<file path="config.mk">
export PLATFORM = sky130hd
export DESIGN_NAME = supply_reset_seq
export DESIGN_NICKNAME = d
export VERILOG_FILES = /design/src/rtl/rstseq_pkg.sv /design/src/rtl/rstseq_cfg_latch.sv /design/src/rtl/rstseq_pin_filter.sv /design/src/rtl/rstseq_tmo_lut.sv /design/src/rtl/rstseq_fsm.sv /design/src/rtl/supply_reset_seq.sv
export SDC_FILE = /design/constraint.sdc
export NUM_CORES = 1
export LEC_CHECK = 0
export ABC_AREA = 0
export BUFFER_PORTS_ARGS = -buffer_cell sky130_fd_sc_hd__buf_2
export CAP_MARGIN = 20
export CORE_ASPECT_RATIO = 1.1
export CORE_MARGIN = 3
export CORE_UTILIZATION = 60
export CTS_CLUSTER_DIAMETER = 200
export DETAILED_ROUTE_END_ITERATION = 10
export GPL_TIMING_DRIVEN = 1
export MAX_ROUTING_LAYER = met4
export PLACE_DENSITY = 0.79
export SLEW_MARGIN = 10
export SYNTH_ARGS = -nofsm -noshare
export SYNTH_HDL_FRONTEND = slang
export SYNTH_SLANG_ARGS = --single-unit
</file>
<file path="constraint.sdc">
create_clock -name clk_i -period 3.8 [get_ports clk_i]
set_input_delay 0.38 -clock clk_i [delete_from_list [all_inputs] [get_ports clk_i]]
set_output_delay 0.38 -clock clk_i [all_outputs]
set_load 0.01 [all_outputs]
</file>
<file path="src/rtl/rstseq_pkg.sv">
package rstseq_pkg;

    typedef enum logic [1:0] {
        S_HOLD = 2'd0,
        S_WAIT = 2'd1,
        S_RUN  = 2'd2
    } rst_state_t;

    typedef struct packed {
        logic       bod_en;
        logic       pin_en;
        logic       xtal;
        logic [1:0] sut;
    } rst_cfg_t;

    localparam int MAX_TMO_US = 16384;

    // start-up delay in microseconds
    function automatic int tmo_us(input logic xtal, input logic [1:0] sel);
        int v;
        unique case ({xtal, sel})
            3'b000:  v = 16;
            3'b001:  v = 512;
            3'b010:  v = 1024;
            3'b011:  v = 4096;
            3'b100:  v = 1024;
            3'b101:  v = 2048;
            3'b110:  v = 4096;
            default: v = MAX_TMO_US;
        endcase
        return v;
    endfunction

endpackage

</file>
<file path="src/rtl/rstseq_cfg_latch.sv">
module rstseq_cfg_latch
    import rstseq_pkg::*;
(
    input  logic     clk_i,
    input  logic     load_i,
    input  rst_cfg_t cfg_d_i,
    output rst_cfg_t cfg_q_o
);

    rst_cfg_t cfg_q;

    always_ff @(posedge clk_i) begin
        if (load_i) begin
            cfg_q <= cfg_d_i;
        end
    end

    assign cfg_q_o = cfg_q;

endmodule

</file>
<file path="src/rtl/rstseq_pin_filter.sv">
module rstseq_pin_filter #(
    parameter int PIN_MIN_LOW = 2
) (
    input  logic clk_i,
    input  logic pin_i,
    input  logic pin_en_i,
    output logic hit_o,
    output logic pullup_o,
    output logic gpio_o
);

    localparam int RUN_W = $clog2(PIN_MIN_LOW + 1);
    localparam logic [RUN_W-1:0] RUN_SAT = RUN_W'(PIN_MIN_LOW);

    logic [RUN_W-1:0] low_run_q;

    // consecutive low samples, saturating
    always_ff @(posedge clk_i) begin
        if (pin_i) begin
            low_run_q <= '0;
        end else if (low_run_q != RUN_SAT) begin
            low_run_q <= low_run_q + 1'b1;
        end
    end

    always_comb begin
        hit_o    = pin_en_i && (low_run_q == RUN_SAT);
        pullup_o = pin_en_i;
        gpio_o   = pin_en_i ? 1'b0 : pin_i;
    end

endmodule

</file>
<file path="src/rtl/rstseq_tmo_lut.sv">
module rstseq_tmo_lut
    import rstseq_pkg::*;
#(
    parameter int CYC_PER_US = 20,
    parameter int LIM_W      = 19
) (
    input  logic             xtal_i,
    input  logic [1:0]       sel_i,
    output logic [LIM_W-1:0] limit_o
);

    generate
        if (CYC_PER_US == 1) begin : g_unit
            always_comb limit_o = LIM_W'(tmo_us(xtal_i, sel_i));
        end else begin : g_scaled
            always_comb limit_o = LIM_W'(tmo_us(xtal_i, sel_i) * CYC_PER_US);
        end
    endgenerate

endmodule

</file>
<file path="src/rtl/rstseq_fsm.sv">
module rstseq_fsm
    import rstseq_pkg::*;
#(
    parameter int LIM_W = 19
) (
    input  logic             clk_i,
    input  logic             por_ok_i,
    input  logic             src_i,
    input  logic [LIM_W-1:0] limit_i,
    output rst_state_t       state_o,
    output logic             rst_o
);

    rst_state_t       state_q, state_d;
    logic [LIM_W-1:0] cnt_q, cnt_d;

    // state register
    always_ff @(posedge clk_i or negedge por_ok_i) begin
        if (!por_ok_i) begin
            state_q <= S_HOLD;
            cnt_q   <= '0;
        end else begin
            state_q <= state_d;
            cnt_q   <= cnt_d;
        end
    end

    // next state
    always_comb begin
        state_d = state_q;
        cnt_d   = cnt_q;
        unique case (state_q)
            S_HOLD: begin
                cnt_d = '0;
                if (!src_i) begin
                    state_d = S_WAIT;
                end
            end
            S_WAIT: begin
                if (src_i) begin
                    state_d = S_HOLD;
                    cnt_d   = '0;
                end else if (cnt_q == limit_i - 1'b1) begin
                    state_d = S_RUN;
                end else begin
                    cnt_d = cnt_q + 1'b1;
                end
            end
            S_RUN: begin
                if (src_i) begin
                    state_d = S_HOLD;
                    cnt_d   = '0;
                end
            end
            default: begin
                state_d = S_HOLD;
                cnt_d   = '0;
            end
        endcase
    end

    // outputs
    always_comb begin
        rst_o   = (state_q != S_RUN) || src_i;
        state_o = state_q;
    end

endmodule

</file>
<file path="src/rtl/supply_reset_seq.sv">
module supply_reset_seq
    import rstseq_pkg::*;
#(
    parameter int CYC_PER_US  = 20,
    parameter int PIN_MIN_LOW = 2
) (
    input  logic       clk_i,
    input  logic       por_ok_i,
    input  logic       bod_low_i,
    input  logic       pin_raw_i,
    input  logic       bod_en_i,
    input  logic       pin_en_i,
    input  logic [1:0] sut_sel_i,
    input  logic       clk_xtal_i,
    output logic       rst_o,
    output logic       pullup_o,
    output logic       gpio_o
);

    localparam int LIM_W = $clog2(MAX_TMO_US * CYC_PER_US + 1);

    rst_state_t       state_w;
    rst_cfg_t         cfg_d, cfg_q;
    logic             pin_hit;
    logic             src_w;
    logic [LIM_W-1:0] limit_w;

    always_comb begin
        cfg_d.bod_en = bod_en_i;
        cfg_d.pin_en = pin_en_i;
        cfg_d.xtal   = clk_xtal_i;
        cfg_d.sut    = sut_sel_i;
    end

    rstseq_cfg_latch u_cfg (
        .clk_i   (clk_i),
        .load_i  (state_w != S_RUN),
        .cfg_d_i (cfg_d),
        .cfg_q_o (cfg_q)
    );

    rstseq_pin_filter #(
        .PIN_MIN_LOW (PIN_MIN_LOW)
    ) u_pin (
        .clk_i    (clk_i),
        .pin_i    (pin_raw_i),
        .pin_en_i (cfg_q.pin_en),
        .hit_o    (pin_hit),
        .pullup_o (pullup_o),
        .gpio_o   (gpio_o)
    );

    rstseq_tmo_lut #(
        .CYC_PER_US (CYC_PER_US),
        .LIM_W      (LIM_W)
    ) u_lut (
        .xtal_i  (cfg_q.xtal),
        .sel_i   (cfg_q.sut),
        .limit_o (limit_w)
    );

    assign src_w = !por_ok_i || (cfg_q.bod_en && bod_low_i) || pin_hit;

    rstseq_fsm #(
        .LIM_W (LIM_W)
    ) u_fsm (
        .clk_i    (clk_i),
        .por_ok_i (por_ok_i),
        .src_i    (src_w),
        .limit_i  (limit_w),
        .state_o  (state_w),
        .rst_o    (rst_o)
    );

endmodule

</file>
======== Yosys cells after proc, flatten, opt, wreduce, memory -nomap -nowiden ========
Cells that the tools add are included.
storage, ports and cells
  flip-flop bits (word level) ............. 28
  bits of input ports ..................... 9
  output and inout bits ................... 3
  logic and storage cells ................. 50
cells by class
  add/sub/neg operators ................... 3
  multipliers ............................. 1
  eq/ne operators ......................... 16
  multiplexer cells ....................... 11
  reductions and logical operators ........ 12
operators with widths
  kind                     count
  $pmux W15 S5             1
  $mux W19                 3
  $pmux W19 S2             1
  $add A19 B1 Y19 const B  1
  $eq A19 B19 Y1           1
  $sub A19 B1 Y19 const B  1
  $mul A15 B3 Y17 const B  1
  $eq A3 B3 Y1 const B     3
  $mux W2                  4
  $eq A3 B2 Y1 const B     2
  $ne A2 B2 Y1 const B     3
  $pmux W2 S3              1
  $eq A2 B2 Y1 const B     2
  $reduce_or A2 Y1         2
  $eq A3 B1 Y1 const B     1
  $logic_not A3 Y1         1
  $logic_or A1 B1 Y1       3
  $ne A3 B1 Y1 const B     1
  $ne A3 B2 Y1 const B     1
  $reduce_and A3 Y1        1
  $add A2 B1 Y2 const B    1
  $eq A2 B1 Y1 const B     1
  $logic_and A1 B1 Y1      2
  $logic_not A2 Y1         1
  4 further kinds          4

======== Longest topological paths before layout ========
  word-level depth ........................ 9
  mapped depth ............................ 13
  gate-level depth less buffers ........... 10

======== Modules after synthesis ========
From an unflattened synthesis, not the netlist that was laid out.
unflattened totals
  cell total of the unflattened synthesis .. 268
  area total of the unflattened synthesis .. 2364.8 sq um
modules (own cells, without submodules)
  module             instances  cells an instance  area each (sq um)  seq. area each (sq um)
  rstseq_fsm         1          216                1849.3             525.5
  rstseq_tmo_lut     1          32                 239.0              0.0
  rstseq_cfg_latch   1          5                  150.1              150.1
  rstseq_pin_filter  1          12                 108.9              40.0
  supply_reset_seq   1          3                  17.5               0.0

======== Worst setup path after synthesis ========
OpenSTA, ideal clock, no wires.
  path kind ............................... flip-flop to flip-flop
  start ................................... reg u_cfg.cfg_q_o[0] (netlist name)
  end ..................................... reg u_fsm.cnt_q[9]
  library setup time ...................... 0.139 ns
  arrival time ............................ 2.840 ns
  data required time ...................... 3.661 ns
  setup slack ............................. 0.821 ns
  stages on the path, launching flop included .. 12
  cell sequence ........................... edfxtp_1 -> buf_2 -> nand2_1 -> nor2_1 -> fa_1 -> xnor2_1 -> a41oi_1 -> a2111oi_4 -> nand4_1 -> or4_1 -> or3_1 -> nor4b_4
on the way
  cells in the longest elaborated chain, start to end .. 8
  elaborated cells between the ends (all ways) .. 15
  classes of those cells .................. 1 x add/sub; 1 x mul; 8 x eq/ne; 1 x mux; 4 x reduce/logical
ends and longest elaborated chain
  what                                                 RTL line              RTL
  $eq A3 B2 Y1 / $eq A3 B3 Y1 (equally long branches)  rstseq_pkg.sv:21      unique case ({xtal, sel})
  $reduce_or A2 Y1 (no line)                           -
  $pmux W15 S5 *                                       rstseq_pkg.sv:21
  $mul A15 B3 Y17 *                                    rstseq_tmo_lut.sv:16  always_comb limit_o = LIM_W'(tmo_us(xtal_i, sel_i) * CYC_PER_US);
  $sub A19 B1 Y19 *                                    rstseq_fsm.sv:43      end else if (cnt_q == limit_i - 1'b1) begin
  $eq A19 B19 Y1 *                                     rstseq_fsm.sv:43
  $ne A3 B2 Y1 (no line) *                             -
  $reduce_and A2 Y1 (no line) *                        -
  to (signal assigned)                                 rstseq_fsm.sv:24      cnt_q <= cnt_d;
  to (decl)                                            rstseq_fsm.sv:15      logic [LIM_W-1:0] cnt_q, cnt_d;
Every way passes the cells marked *; elsewhere a longest branch is shown, timed or not.
A chain may end at the register's enable or synchronous reset.

======== Final worst setup path ========
  start ................................... reg u_cfg.cfg_q_o[2] (netlist name)
  end ..................................... reg u_fsm.cnt_q[9]
on the way
  cells in the longest elaborated chain, start to end .. 8
  elaborated cells between the ends (all ways) .. 15
  classes of those cells .................. 1 x add/sub; 1 x mul; 8 x eq/ne; 1 x mux; 4 x reduce/logical
ends and longest elaborated chain
  what                                                 RTL line
  $eq A3 B2 Y1 / $eq A3 B3 Y1 (equally long branches)  rstseq_pkg.sv:21
  $reduce_or A2 Y1 (no line)                           -
  $pmux W15 S5 *                                       rstseq_pkg.sv:21
  $mul A15 B3 Y17 *                                    rstseq_tmo_lut.sv:16
  $sub A19 B1 Y19 *                                    rstseq_fsm.sv:43
  $eq A19 B19 Y1 *                                     rstseq_fsm.sv:43
  $ne A3 B2 Y1 (no line) *                             -
  $reduce_and A2 Y1 (no line) *                        -
Marked as above.

==> metrics.cfg <==
[final_layout]
register_area_sq_um=716
final_util=0.677
finalNetCount=249
antenna_cells=0
multiInputGateArea_sq_um=1180
area_delta_synth_final_pct=5.87
nFillCells=264
fin_cells=267
drive_above_1_share=0.124

[critical_path]
cp_num_buf_inv=0
reg2regPathDepth=10
cp.required_ns=4.03
regToRegSetupSlack_ns=0.54
critical_path.max_fanout=14
worst_path_largest_cell_delay_ns=0.61
crit_type=flop to flop
endpoint_kind=flop
worstReg2RegStart=u_cfg.cfg_q_o[2]
startpoint_type=flop
arrival_ns=3.49
worstSetupStartpoint=u_cfg.cfg_q_o[2]
r2r_end=u_fsm.cnt_q[9]
cpLargestDelayFamily=simple AND/OR/NAND/NOR gates
cp_slowest_cell=edfxtp_1
path_cells=nand2_1 -> nor2_1 -> fa_1 -> xnor2_1 -> a41oi_1 -> a2111oi_4 -> nand4_1 -> or4_1 -> or3_1 -> nor4b_4

[route]
wirelength_mm=4.42
dr_total_vias=1754
avgRoutedWirePerCell_um=16.6
dr.pass1.iters=5
final_antenna_net_count=0
drc_errors=0
drt-initial-drc-count=152
vias_per_cell=6.57

[logic_synthesis]
synth_area_leaders=dfrtp_1, edfxtp_1, nand2_1
netlist_area_sq_um=1980
synth_seq_cells=28
seq_area_frac_synth=0.361
synth_ff_type=dfrtp_1
synth.largest_area_cell=dfrtp_1
yosysWarnings=0
async_flop_share=0.750
avgSynthCellArea_sq_um=8.85
synth_edf_count=5
synthCells=224
ys_types=58
synthDominantCellAreaShare=0.265

[timing]
period_needed_ns=3.26
hold_violations=0
clock.fmax_ghz=0.307
slew_violations=0
hold_slack_ns=0.207
max_slew_margin=0.575
finalCritPeriodShare=0.858
rsz0062_at_grt=no
setup-tns-final_ns=0
finalSetupViolations=0
tightest_slew_ns=0.638
fin_skew_ns=0.0114

[floorplanning]
coreArea_sq_um=3100
die_w_um=60.8
fp.dieH_um=66.3
io_pins=12
dieArea_sq_um=4030
start_util=0.640
rows=21

[hold_path]
holdCritStartpoint=pin_raw_i
min_path_cells=2
hold_end=u_pin.low_run_q[0]
hp-class=input pin to flop

[placement]
dpl.cell_count=262
gp_congestion=0.898
placement.io_buffers=11
dpl.hpwl_mm=3.21

[outcome]
outcome=complete, no violations

[clocking]
htree_levels=1
post_cts_resized=0
post_cts_buffers=0
clock_path_buffers=2
cts_hold_buf=0
clock_sinks=28
cts.clk_slew.worst_paths_ns=0.15
cts_buffers=3
tritoncts=built
root_buffer=clkbuf_4
clk-insertion-delay-late_ns=0.34

[global_routing]
grt.overflow.total=0
grt_pass1_wl_mm=7.89
antenna_found_initial=0
grt_use_total=0.261
grt_pass1_vias=1767
grt_start_max_net_pins=34

[power_and_ir_drop]
p_per_area_nw_per_um2=302
p_leak_nw=0.795
p_total_w=0.000634
peakVddDrop_v=0.000251

[job]
cap_violations=0

registers in the layout, indices dropped and copies added (netlist names):
register / cells
u_pin.low_run_q: 2
u_cfg.cfg_q_o: 5
u_fsm.cnt_q: 19
u_fsm.state_o: 2
area by class of cell:
type	count	area share
clock buffer	4	0.0226
inverter	7	0.0125
multi-input combinational	179	0.562
sequential	28	0.341
tap	34	0.0203
timing repair buffer	15	0.0417
metrics by stage:
step,area [sq um],worst slack (ns)
2_1_floorplan,1990,0.821
3_3_place_gp,2040,0.647
3_5_place_dp,2040,0.565
4_1_cts,2090,0.537
5_1_grt,2100,0.282
6_report,2100,0.538
report_power, final:
part	switching, W	leakage, nW	internal, W
Sequential	0.0000167	0.361	0.000321
Combinational	0.0000748	0.408	0.0000489
Clock	0.0000918	0.0261	0.0000806
Total	0.000183	0.795	0.000451
cells in the final DEF, fill, tap and decap left out, types with 6 or more instances in the layout:
cell type	synthesis	final
nand2_1	27	27
dfrtp_1	21	21
a21oi_1	18	18
nand3_1	14	14
buf_2	5	11
nor2_1	10	10
or4_1	9	9
and3_1	7	7
o211ai_1	7	7
o21ai_0	6	6
cell usage after synthesis (all sizes together), types with 2 or more instances:
cell     n
a211oi   2
a21oi   18
and3     8
buf      9
clkbuf   3
dfrtp   21
dfxtp    2
edfxtp   5
ha       5
inv      7
mux2i    2
nand2   27
nand2b   3
nand3   15
nand3b   2
nand4    5
nor2    10
nor2b    5
nor3     4
nor3b    3
nor4     4
nor4b    2
o211ai   7
o21ai   11
o31ai    5
or3      5
or4      9
xnor2    5
xor2     3
cells by family after synthesis:
group | count (synthesis) | share of synthesized area
simple gates | 107 | 0.313
fa+ha+maj | 6 | 0.0416
buf+inv | 19 | 0.0524
compound gates | 52 | 0.175
flops | 28 | 0.361
other cells | 1 | 0.00189
xor+xnor | 8 | 0.0391
mux | 3 | 0.0158
routing by layer:
layer  vias to the layer above  wire length (um)  share of wire  GRT usage
met3                         6               202          0.046     0.0273
met1                       844              1800           0.41      0.323
met5                         -                 0              0          -
met2                        57              2360           0.53      0.444
li1                        847                 -              -          -
met4                         0                67          0.015     0.0786
worst max path at each step:
stage / to / slack [ns] / depth (start not counted)
after floorplan: u_fsm.cnt_q[9] / 0.82 / 11
after global placement: u_fsm.cnt_q[9] / 0.65 / 10
after detailed placement: u_fsm.cnt_q[9] / 0.57 / 10
after CTS: u_fsm.cnt_q[9] / 0.54 / 10
after global routing: u_fsm.cnt_q[9] / 0.28 / 10
final: u_fsm.cnt_q[9] / 0.54 / 10
No activity file was read; power rests on OpenSTA's default activity.
